[config.mk]
export PLATFORM = sky130hd
export DESIGN_NAME = irq_vec_ctrl
export DESIGN_NICKNAME = d
export VERILOG_FILES = /design/src/rtl/irq_vec_pkg.sv /design/src/rtl/irq_sfr_regs.sv /design/src/rtl/irq_ext_flag.sv /design/src/rtl/irq_arbiter.sv /design/src/rtl/irq_inservice.sv /design/src/rtl/irq_vec_ctrl.sv
export SDC_FILE = /design/constraint.sdc
export NUM_CORES = 1
export LEC_CHECK = 0
export BUFFER_PORTS_ARGS = -buffer_cell sky130_fd_sc_hd__buf_2
export CORE_ASPECT_RATIO = 2
export CORE_UTILIZATION = 25
export DETAILED_ROUTE_END_ITERATION = 10
export GPL_TIMING_DRIVEN = 0
export PLACE_DENSITY = 0.4
export SKIP_LAST_GASP = 1
export SYNTH_ARGS = -nofsm -noshare
export SYNTH_HDL_FRONTEND = slang
export SYNTH_SLANG_ARGS = --single-unit
[constraint.sdc]
create_clock -name clk -period 5.5 [get_ports clk]
set_input_delay 0.825 -clock clk [delete_from_list [all_inputs] [get_ports clk]]
set_output_delay 0.825 -clock clk [all_outputs]
set_load 0.005 [all_outputs]
[src/rtl/irq_vec_pkg.sv]
package irq_vec_pkg;

  // Source count and priority depth are fixed by the source wiring.
  localparam int NSRC  = 6;
  localparam int NLVL  = 4;
  localparam int LVL_W = $clog2(NLVL);
  localparam int IDX_W = $clog2(NSRC);

  typedef logic [LVL_W-1:0] lvl_t;
  typedef logic [IDX_W-1:0] idx_t;

  // Position in the polling order; also the bit position in the registers.
  typedef enum logic [IDX_W-1:0] {
    SRC_X0 = 3'd0,
    SRC_T0 = 3'd1,
    SRC_X1 = 3'd2,
    SRC_T1 = 3'd3,
    SRC_SP = 3'd4,
    SRC_T2 = 3'd5
  } src_e;

  function automatic int vec_num(input int idx, input int base, input int step);
    return base + step * idx;
  endfunction

endpackage

[src/rtl/irq_sfr_regs.sv]
module irq_sfr_regs
  import irq_vec_pkg::*;
#(
  parameter int DATA_W = 8,
  parameter int ADDR_W = 8,
  parameter logic [ADDR_W-1:0] ADDR_EN  = 8'hA8,
  parameter logic [ADDR_W-1:0] ADDR_PLO = 8'hB8,
  parameter logic [ADDR_W-1:0] ADDR_PHI = 8'hB7
) (
  input  logic              clk,
  input  logic              rst_n,
  input  logic              wr_i,
  input  logic [ADDR_W-1:0] addr_i,
  input  logic [DATA_W-1:0] wdata_i,
  output logic [DATA_W-1:0] rdata_o,
  output logic              ea_o,
  output logic [NSRC-1:0]   en_o,
  output logic [NSRC-1:0]   plo_o,
  output logic [NSRC-1:0]   phi_o
);

  localparam int EA_BIT = DATA_W - 1;

  logic            ea_q;
  logic [NSRC-1:0] en_q, plo_q, phi_q;
  logic            hit_en, hit_plo, hit_phi;
  logic            unused_wbits;

  assign hit_en  = (addr_i == ADDR_EN);
  assign hit_plo = (addr_i == ADDR_PLO);
  assign hit_phi = (addr_i == ADDR_PHI);

  // Bits between the source field and the global enable are reserved.
  assign unused_wbits = ^wdata_i[EA_BIT-1:NSRC];

  always_ff @(posedge clk or negedge rst_n) begin
    if (!rst_n) begin
      ea_q  <= 1'b0;
      en_q  <= '0;
      plo_q <= '0;
      phi_q <= '0;
    end else if (wr_i) begin
      if (hit_en) begin
        ea_q <= wdata_i[EA_BIT];
        en_q <= wdata_i[NSRC-1:0];
      end
      if (hit_plo) plo_q <= wdata_i[NSRC-1:0];
      if (hit_phi) phi_q <= wdata_i[NSRC-1:0];
    end
  end

  always_comb begin
    rdata_o = '0;
    if (hit_en) begin
      rdata_o[NSRC-1:0] = en_q;
      rdata_o[EA_BIT]   = ea_q;
    end else if (hit_plo) begin
      rdata_o[NSRC-1:0] = plo_q;
    end else if (hit_phi) begin
      rdata_o[NSRC-1:0] = phi_q;
    end
  end

  assign ea_o  = ea_q;
  assign en_o  = en_q;
  assign plo_o = plo_q;
  assign phi_o = phi_q;

  assert_en_write_R2: assert property (@(posedge clk) disable iff (!rst_n)
    (wr_i && hit_en) |=> (en_q == $past(wdata_i[NSRC-1:0])) && (ea_q == $past(wdata_i[EA_BIT])));

  assert_other_addr_R2: assert property (@(posedge clk) disable iff (!rst_n)
    (wr_i && !hit_en && !hit_plo && !hit_phi) |=> $stable(en_q) && $stable(plo_q) && $stable(phi_q));

endmodule

[src/rtl/irq_ext_flag.sv]
module irq_ext_flag (
  input  logic clk,
  input  logic rst_n,
  input  logic pin_i,
  input  logic edge_i,
  input  logic clr_i,
  output logic flag_o
);

  logic pin_q, flag_q, rise;

  assign rise = pin_i & ~pin_q;

  always_ff @(posedge clk or negedge rst_n) begin
    if (!rst_n) begin
      pin_q  <= 1'b0;
      flag_q <= 1'b0;
    end else begin
      pin_q <= pin_i;
      if (edge_i) flag_q <= rise | (flag_q & ~clr_i);
      else        flag_q <= pin_i;
    end
  end

  assign flag_o = flag_q;

  assert_edge_clear_R11: assert property (@(posedge clk) disable iff (!rst_n)
    (edge_i && clr_i && !rise) |=> !flag_q);

  assert_edge_latch_R11: assert property (@(posedge clk) disable iff (!rst_n)
    (edge_i && rise) |=> flag_q);

  assert_level_follow_R11: assert property (@(posedge clk) disable iff (!rst_n)
    !edge_i |=> (flag_q == $past(pin_i)));

endmodule

[src/rtl/irq_arbiter.sv]
module irq_arbiter
  import irq_vec_pkg::*;
(
  input  logic [NSRC-1:0] pend_i,
  input  logic            ea_i,
  input  logic [NSRC-1:0] en_i,
  input  logic [NSRC-1:0] plo_i,
  input  logic [NSRC-1:0] phi_i,
  input  logic [NLVL-1:0] isr_i,
  output logic            valid_o,
  output idx_t            idx_o,
  output lvl_t            lvl_o
);

  lvl_t            src_lvl [NSRC];
  logic [NSRC-1:0] elig;

  for (genvar s = 0; s < NSRC; s++) begin : g_src
    assign src_lvl[s] = {phi_i[s], plo_i[s]};
    assign elig[s]    = pend_i[s] & en_i[s] & ea_i;
  end

  logic busy;
  lvl_t ceil_lvl;

  always_comb begin
    busy     = |isr_i;
    ceil_lvl = '0;
    for (int l = 0; l < NLVL; l++) begin
      if (isr_i[l]) ceil_lvl = lvl_t'(l);
    end
  end

  // Ascending level scan: the last group found is the highest.
  // Descending source scan: the last hit is first in polling order.
  always_comb begin
    logic found;
    idx_t fidx;
    valid_o = 1'b0;
    idx_o   = '0;
    lvl_o   = '0;
    for (int l = 0; l < NLVL; l++) begin
      found = 1'b0;
      fidx  = '0;
      for (int s = NSRC - 1; s >= 0; s--) begin
        if (elig[s] && (src_lvl[s] == lvl_t'(l))) begin
          found = 1'b1;
          fidx  = idx_t'(s);
        end
      end
      if (found && (!busy || (lvl_t'(l) > ceil_lvl))) begin
        valid_o = 1'b1;
        idx_o   = fidx;
        lvl_o   = lvl_t'(l);
      end
    end
  end

endmodule

[src/rtl/irq_inservice.sv]
module irq_inservice
  import irq_vec_pkg::*;
(
  input  logic            clk,
  input  logic            rst_n,
  input  logic            take_i,
  input  lvl_t            take_lvl_i,
  input  logic            reti_i,
  output logic [NLVL-1:0] mask_o
);

  logic [NLVL-1:0] mask_q, top_bit, set_bit;

  always_comb begin
    top_bit = '0;
    for (int l = 0; l < NLVL; l++) begin
      if (mask_q[l]) top_bit = NLVL'(1) << l;
    end
    set_bit = take_i ? (NLVL'(1) << take_lvl_i) : '0;
  end

  always_ff @(posedge clk or negedge rst_n) begin
    if (!rst_n) mask_q <= '0;
    else        mask_q <= (mask_q & ~(reti_i ? top_bit : '0)) | set_bit;
  end

  assign mask_o = mask_q;

  assert_take_marks_R9: assert property (@(posedge clk) disable iff (!rst_n)
    take_i |=> mask_q[$past(take_lvl_i)]);

  assert_reti_drops_R9: assert property (@(posedge clk) disable iff (!rst_n)
    (reti_i && !take_i && (mask_q != '0)) |=>
      ($countones(mask_q) == $countones($past(mask_q)) - 1));

endmodule

[src/rtl/irq_vec_ctrl.sv]
module irq_vec_ctrl
  import irq_vec_pkg::*;
#(
  parameter int DATA_W   = 8,
  parameter int ADDR_W   = 8,
  parameter int VEC_W    = 8,
  parameter int VEC_BASE = 3,
  parameter int VEC_STEP = 8,
  parameter logic [ADDR_W-1:0] ADDR_EN  = 8'hA8,
  parameter logic [ADDR_W-1:0] ADDR_PLO = 8'hB8,
  parameter logic [ADDR_W-1:0] ADDR_PHI = 8'hB7
) (
  input  logic              clk,
  input  logic              rst_n,
  input  logic              sfr_wr,
  input  logic [ADDR_W-1:0] sfr_addr,
  input  logic [DATA_W-1:0] sfr_wdata,
  output logic [DATA_W-1:0] sfr_rdata,
  input  logic              ext0_pin,
  input  logic              ext0_edge,
  input  logic              ext1_pin,
  input  logic              ext1_edge,
  input  logic              tf0,
  input  logic              tf1,
  input  logic              ri,
  input  logic              ti,
  input  logic              tf2,
  input  logic              exf2,
  output logic              irq_valid,
  input  logic              irq_ready,
  output logic [VEC_W-1:0]  irq_vector,
  input  logic              reti,
  output logic              tf0_clr,
  output logic              tf1_clr
);

  localparam int NEXT = 2;

  logic            ea;
  logic [NSRC-1:0] en, plo, phi, pend;
  logic [NLVL-1:0] isr_mask;
  logic [NEXT-1:0] ext_pin, ext_edge, ext_flag;
  logic            take;
  idx_t            win_idx;
  lvl_t            win_lvl;

  irq_sfr_regs #(
    .DATA_W(DATA_W), .ADDR_W(ADDR_W),
    .ADDR_EN(ADDR_EN), .ADDR_PLO(ADDR_PLO), .ADDR_PHI(ADDR_PHI)
  ) u_regs (
    .clk(clk), .rst_n(rst_n), .wr_i(sfr_wr), .addr_i(sfr_addr),
    .wdata_i(sfr_wdata), .rdata_o(sfr_rdata),
    .ea_o(ea), .en_o(en), .plo_o(plo), .phi_o(phi)
  );

  assign ext_pin  = {ext1_pin, ext0_pin};
  assign ext_edge = {ext1_edge, ext0_edge};

  // External line e sits at polling position 2*e.
  for (genvar e = 0; e < NEXT; e++) begin : g_ext
    logic clr;
    assign clr = take && (win_idx == idx_t'(2 * e));
    irq_ext_flag u_flag (
      .clk(clk), .rst_n(rst_n), .pin_i(ext_pin[e]), .edge_i(ext_edge[e]),
      .clr_i(clr), .flag_o(ext_flag[e])
    );
  end

  assign pend = {tf2 | exf2, ri | ti, tf1, ext_flag[1], tf0, ext_flag[0]};

  irq_arbiter u_arb (
    .pend_i(pend), .ea_i(ea), .en_i(en), .plo_i(plo), .phi_i(phi),
    .isr_i(isr_mask), .valid_o(irq_valid), .idx_o(win_idx), .lvl_o(win_lvl)
  );

  assign take = irq_valid & irq_ready;

  irq_inservice u_isr (
    .clk(clk), .rst_n(rst_n), .take_i(take), .take_lvl_i(win_lvl),
    .reti_i(reti), .mask_o(isr_mask)
  );

  assign irq_vector = VEC_W'(vec_num(int'(win_idx), VEC_BASE, VEC_STEP));
  assign tf0_clr    = take && (win_idx == SRC_T0);
  assign tf1_clr    = take && (win_idx == SRC_T1);

  assert_gate_R3: assert property (@(posedge clk) disable iff (!rst_n)
    irq_valid |-> ea);

  assert_strict_R8: assert property (@(posedge clk) disable iff (!rst_n)
    irq_valid |-> ((isr_mask >> win_lvl) == '0));

  assert_clr_onehot_R10: assert property (@(posedge clk) disable iff (!rst_n)
    $onehot0({tf0_clr, tf1_clr}));

  assert_clr_needs_take_R10: assert property (@(posedge clk) disable iff (!rst_n)
    (tf0_clr || tf1_clr) |-> (irq_valid && irq_ready));

  assert_idle_ready_R12: assert property (@(posedge clk) disable iff (!rst_n)
    (!irq_valid && !reti) |=> $stable(isr_mask));

endmodule

======== Yosys cells after proc, flatten, opt, wreduce, memory -nomap -nowiden ========
Cells that the tools add are included.
word-level totals
  output and inout port bits .............. 19
  logic and storage cells ................. 189
  bits in registers ....................... 27
  input bits .............................. 31
operators by class
  $add $sub $neg .......................... 1
  reduce and logical (&&, ||, !) cells .... 48
  mux-type cells .......................... 74
  shifts and indexed selects .............. 1
  bitwise logic cells ..................... 28
  $lt $le $gt $ge ......................... 4
  equality and inequality tests ........... 24
operator list
  cell                   number
  $mux W3                28
  $mux W1                34
  $logic_and A1 B1 Y1    32
  $eq A2 B2 Y1 const B   12
  $eq A8 B8 Y1 const B   3
  $mux W4                5
  $mux W6                3
  $and A1 B1 Y1          17
  $eq A2 B1 Y1 const B   6
  $logic_not A2 Y1       6
  $mux W2                4
  $add A2 B6 Y7 const A  1
  $eq A3 B2 Y1 const B   2
  $reduce_and A2 Y1      3
  $and A4 B4 Y4          1
  $gt A1 B2 Y1 const A   2
  $gt A2 B2 Y1 const A   2
  $logic_or A1 B1 Y1     4
  $not A1 Y1             4
  $not A4 Y4             1
  $or A1 B1 Y1           4
  $or A4 B4 Y4           1
  $reduce_or A4 Y1       1
  $shl A1 B2 Y4 const A  1
  other kinds (3)        3

======== Longest topological paths before layout ========
  depth after elaboration ................. 21
  mapped depth ............................ 9
  depth with buffers taken out ............ 8

======== Modules after synthesis ========
A second synthesis with hierarchy kept.
unflattened totals
  cell total of the unflattened synthesis .. 211
  area total of the unflattened synthesis .. 2,003.2 um^2
by module, submodules not included
  module         times used  sequential area each (um^2)  cells an instance  area each (um^2)
  irq_sfr_regs   1           475.5                        78                 939.7
  irq_arbiter    1           0.0                          92                 638.1
  irq_inservice  1           100.1                        15                 176.4
  irq_ext_flag   2           50.0                         5                  72.6
  irq_vec_ctrl   1           0.0                          16                 103.8

======== Worst setup path before layout ========
Ideal clock, no wire load.
  kind .................................... input -> output
  start point ............................. input tf1
  end point ............................... output tf1_clr
  data arrival time ....................... 2.269 ns
  buffers on the path ..................... 0
  stages on the path ...................... 7
  setup slack ............................. 2.406 ns
  cell sequence ........................... and4b_4 > a2bb2o_4 > nor4_1 > nand2_1 > o32ai_1 > a21oi_2 > nor3_1
on the way
  word-level cells in the longest chain between the ends .. 14
  elaborated cells between the ends (all ways) .. 53
  those cells by class .................... eq/ne (1); mux (40); bitwise (3); reduce/logical (9)
RTL lines
  element                                           RTL line                                text
  start: declaration                                irq_vec_ctrl.sv:24                      input logic tf1,
  $and A1 B1 Y1 (*) (2 in series)                   irq_arbiter.sv:20                       assign elig[s] = pend_i[s] & en_i[s] & ea_i;
  $logic_and A1 B1 Y1                               irq_arbiter.sv:46                       if (elig[s] && (src_lvl[s] == lvl_t'(l))) begin
  $mux W1 (4 in series)                             irq_arbiter.sv:46
  $logic_and A1 B1 Y1                               irq_arbiter.sv:51                       if (found && (!busy || (lvl_t'(l) > ceil_lvl))) begin
  $mux W3 or $mux W1 (tied branches) (4 in series)  irq_arbiter.sv:51
  $eq A3 B2 Y1 or $and A1 B1 Y1 (tied branches)     irq_vec_ctrl.sv:85, irq_vec_ctrl.sv:76
  $logic_and A1 B1 Y1 (*)                           irq_vec_ctrl.sv:85                      assign tf1_clr = take && (win_idx == SRC_T1);
  end: declaration                                  irq_vec_ctrl.sv:34                      output logic tf1_clr
Every way passes the cells marked *; elsewhere a longest branch is shown, timed or not.

======== Worst setup path after layout ========
  start point ............................. input ti
  end point ............................... output tf1_clr
on the way
  word-level cells in the longest chain between the ends .. 16
  elaborated cells between the ends (all ways) .. 62
  those cells by class .................... eq/ne (1); mux (48); bitwise (4); reduce/logical (9)
RTL lines
  element                                           RTL line                                text
  start: declaration                                irq_vec_ctrl.sv:26                      input logic ti,
  $or A1 B1 Y1 (*)                                  irq_vec_ctrl.sv:69                      assign pend = {tf2 | exf2, ri | ti, tf1, ext_flag[1], tf0, ext_flag[0]};
  $and A1 B1 Y1 (*) (2 in series)                   irq_arbiter.sv:20
  $logic_and A1 B1 Y1                               irq_arbiter.sv:46
  $mux W1 (5 in series)                             irq_arbiter.sv:46
  $logic_and A1 B1 Y1                               irq_arbiter.sv:51
  $mux W3 or $mux W1 (tied branches) (4 in series)  irq_arbiter.sv:51
  $eq A3 B2 Y1 or $and A1 B1 Y1 (tied branches)     irq_vec_ctrl.sv:85, irq_vec_ctrl.sv:76
  $logic_and A1 B1 Y1 (*)                           irq_vec_ctrl.sv:85
Marks and branches as above.

==> reports/qor_table.md <==
| Result | Reported |
| --- | --- |
| Outcome | finished, final reports clean |
| Violation count after the first detailed-routing iteration | 60 |
| CTS root buf | sky130_fd_sc_hd__clkbuf_16 |
| Area fraction of the dominant cell type after synthesis | 33.9% |
| Initial antenna violation count | 0 |
| Most repeated cell in the gate-level netlist after synthesis | sky130_fd_sc_hd__dfrtp_1 |
| Smallest setup slack after layout | 1800 ps |
| Async set or reset register ratio after synthesis | 100% |
| Sequential cell area | 676 µm² |
| Input/output buffers | 41 |
| Transition at the pin with the smallest max-transition slack | 693 ps |
| DRC violations left | 0 |
| DPL Wire Length | 5050 µm |
| Worst slew slack as a fraction of its limit | 53.6% |
| Insertion delay of the later-clocked pin in the worst-skew pair | 270 ps |
| Power density of the placed cells | 187 nW/µm² |
| Post-detailed-routing wire length | 6200 µm |
| Post-synthesis register bit count | 27 |
| Share of the clock period used by the worst path | 67.2% |
| Die width | 65.1 µm |
| RSZ-0062 raised after global routing | no |
| Global route total overflow | 0 |
| CP Buf/Inv Count | 2 |
| Most used cell, CP | sky130_fd_sc_hd__buf_2 |
| Synth unique cells | 65 |
| Leakage power total | 1.10 nW |
| Footprint of the multi-input gates | 1220 µm² |
| Primary FF master, synth | sky130_fd_sc_hd__dfrtp_1 |
| Antenna diode instance count | 0 |
| Final standard cell count with taps included and fillers excluded | 354 |
| Critical-path maximum fanout | 6 |
| # H-tree levels | 1 |
| Setup bufs post-CTS | 0 |
| Routability-driven placement congestion ratio | 0.784 |
| Arrival time at the worst endpoint | 2870 ps |
| Sequential element share of the synthesized area | 33.9% |
| Peak VDD IR | 0.0823 mV |
| Synthesis-to-finish area growth | 21.0% |
| Number of global-route vias before repair | 1835 |
| Largest net degree at the start of global routing | 28 |
| Die height | 128 µm |
| Type of the worst min-delay path | flop to flop |
| Resized Gates After CTS | 0 |
| Required time of the critical path | 4680 ps |
| Max-cap viol count | 0 |
| Biggest area contributors in the synthesized netlist | sky130_fd_sc_hd__dfrtp_1, sky130_fd_sc_hd__mux2_2, sky130_fd_sc_hd__nand2_1, sky130_fd_sc_hd__o21ai_0, sky130_fd_sc_hd__mux2i_1 |
| Die ar. | 8340 µm² |
| Crit-path leading delay family | compound AO/OA/AOI/OAI gates |
| Cell count after placement | 350 |
| Synthesized instance count | 211 |
| Final setup viols | 0 |
| Number of sinks handled by clock tree synthesis | 27 |
| Time the final worst path needs with I/O delays and setup | 3700 ps |
| Fill cell count | 849 |
| Count of boundary I/O pins | 50 |
| Count of flip-flops with a built-in enable after synthesis | 0 |
| Critical path's slowest cell | sky130_fd_sc_hd__o2111a_1 |
| Endpoint type of the worst setup path | output pin |
| Starting density of the core | 26.0% |
| Via count of the routed design | 1813 |
| Synth warnings | 0 |
| Avg Synthesized Cell Area | 9.43 µm² |
| Global-route usage over all layers | 15.9% |
| Post-Route Skew | 7.17 ps |
| Commonest cells post-synth | sky130_fd_sc_hd__dfrtp_1, sky130_fd_sc_hd__nand2_1, sky130_fd_sc_hd__mux2_2 |
| Number of hold-repair buffers added at the cts stage | 0 |
| Crit path largest cell delay | 420 ps |
| Hold Fails Final Rpt | 0 |
| Power Total | 0.451 mW |
| Inserted Clock Buffers | 3 |
| Share of cells above drive strength 1 | 35.0% |
| Critical path class | input pin to output pin |
| Clock input transition at the sequential cells of the worst setup and hold paths | 80 ps |
| Slew Limit Fails | 0 |
| Routed length per instance | 17.5 µm |
| Series of cell instances along the critical path | buf_2 -> o211a_4 -> a32oi_1 -> o2111a_1 -> a21oi_2 -> a21oi_1 -> nor2_1 -> nor3_1 -> buf_2 |
| Placeable Area | 7660 µm² |
| Post-detailed-route count of antenna-violating nets | 0 |
| TritonCTS clock tree | done |
| Number of search-and-repair iterations in the first detailed-routing pass | 4 |
| Maximum clock path buffer count | 2 |
| Fmax | 0.271 GHz |
| Place WS | 1780 ps |
| Global-route wire length before repair | 9710 µm |
| Post-route setup TNS | 0 ps |
| Row cnt | 45 |
| Setup crit start kind | input pin |
| Netlist area before placement | 1990 µm² |
| Nets@finish | 292 |
| Most area-hungry cell type in the Yosys netlist | sky130_fd_sc_hd__dfrtp_1 |
| Via density | 5.12 |
flip-flops by register name, indices dropped and copies added (netlist names):
signal	flops
u_regs.en_o	6
u_regs.phi_o	6
u_regs.plo_o	6
u_isr.mask_o	4
g_ext.u_flag.flag_o	2
g_ext.u_flag.pin_q	2
u_regs.ea_o	1
power breakdown:
group	leakage, nW	switching [mW]	internal [mW]
sequential	0.355	0.0119	0.208
combinational	0.700	0.0293	0.0252
clock	0.0409	0.0783	0.0986
per-layer routing:
metal,vias to the layer above,share of wire [%],track usage [%]
li1,901,-,-
met1,860,36,15.9
met2,39,58,30.5
met3,13,2.8,2.14
met4,0,3.6,8.18
met5,-,0,0
final timing paths:
| path | from | to | slack [ps] | cells past startpoint |
|---|---|---|---|---|
| max in group asynchronous | rst_n | u_regs.en_o[3] | 4490 | 1 |
| max | ti | tf1_clr | 1800 | 9 |
| min reg2reg | u_isr.mask_o[1] | u_isr.mask_o[1] | 520 | 1 |
| max reg2reg | u_regs.ea_o | g_ext[1].u_flag.flag_o | 3120 | 9 |
| min | u_isr.mask_o[1] | u_isr.mask_o[1] | 520 | 1 |
| min in group asynchronous | rst_n | u_isr.mask_o[1] | 580 | 1 |
metrics by stage:
stage / area, µm² / hold WS, ps / utilization, %
2_1_floorplan: 2010 / 469 / -
3_3_place_gp: 2330 / 501 / 30.4
3_5_place_dp: 2330 / 504 / 30.4
4_1_cts: 2410 / 516 / 31.5
5_1_grt: 2410 / 548 / 31.5
6_report: 2410 / 523 / 31.5
layout make-up:
cell class                      instances  share of cell area [%]
Multi-Input combinational cell        167                    50.6
Sequential cell                        27                    28.1
Timing Repair Buffer                   41                    8.52
Tap cell                               94                    4.88
Buffer                                 12                    3.17
Clock buffer                            3                    3.12
Inverter                                9                    1.40
Clock inverter                          1                   0.208
placed cells by master, fill, tap and decap left out, types with 2 or more instances in the layout:
cell / instances
sky130_fd_sc_hd__a21oi_1: 3
sky130_fd_sc_hd__mux2i_1: 6
sky130_fd_sc_hd__dfrtp_1: 27
sky130_fd_sc_hd__a21oi_2: 2
sky130_fd_sc_hd__clkbuf_16: 3
sky130_fd_sc_hd__or2_1: 2
sky130_fd_sc_hd__inv_1: 8
sky130_fd_sc_hd__buf_2: 42
sky130_fd_sc_hd__a31oi_1: 3
sky130_fd_sc_hd__and3_1: 3
sky130_fd_sc_hd__conb_1: 6
sky130_fd_sc_hd__nand2_1: 24
sky130_fd_sc_hd__or3_1: 2
sky130_fd_sc_hd__o211ai_1: 5
sky130_fd_sc_hd__clkbuf_1: 4
sky130_fd_sc_hd__a32o_1: 2
sky130_fd_sc_hd__mux2_2: 17
sky130_fd_sc_hd__o21ai_0: 14
sky130_fd_sc_hd__nand2b_1: 2
sky130_fd_sc_hd__nor2_1: 10
sky130_fd_sc_hd__o22ai_1: 3
sky130_fd_sc_hd__nand4_1: 4
sky130_fd_sc_hd__a21o_1: 2
sky130_fd_sc_hd__nand3_1: 5
sky130_fd_sc_hd__o2111a_1: 2
sky130_fd_sc_hd__a2bb2oi_1: 2
sky130_fd_sc_hd__nor3_1: 3
sky130_fd_sc_hd__a22oi_1: 2
sky130_fd_sc_hd__o22ai_2: 2
sky130_fd_sc_hd__nor4b_1: 2
sky130_fd_sc_hd__o31ai_1: 3
sky130_fd_sc_hd__buf_4: 6
sky130_fd_sc_hd__a32oi_1: 2
sky130_fd_sc_hd__o32a_1: 3
sky130_fd_sc_hd__o2bb2ai_1: 2
cell families (layout without fill, tap and decap cells):
group,after synthesis,after routing,synth area share [%]
buffers and inverters,21,66,5.53
AOI/OAI and AO/OA,65,65,27.0
muxes,23,23,12.6
and+or+nand+nor,73,73,20.6
DFF,27,27,33.9
other,2,6,0.377
Power figures use the tool's default switching activity.
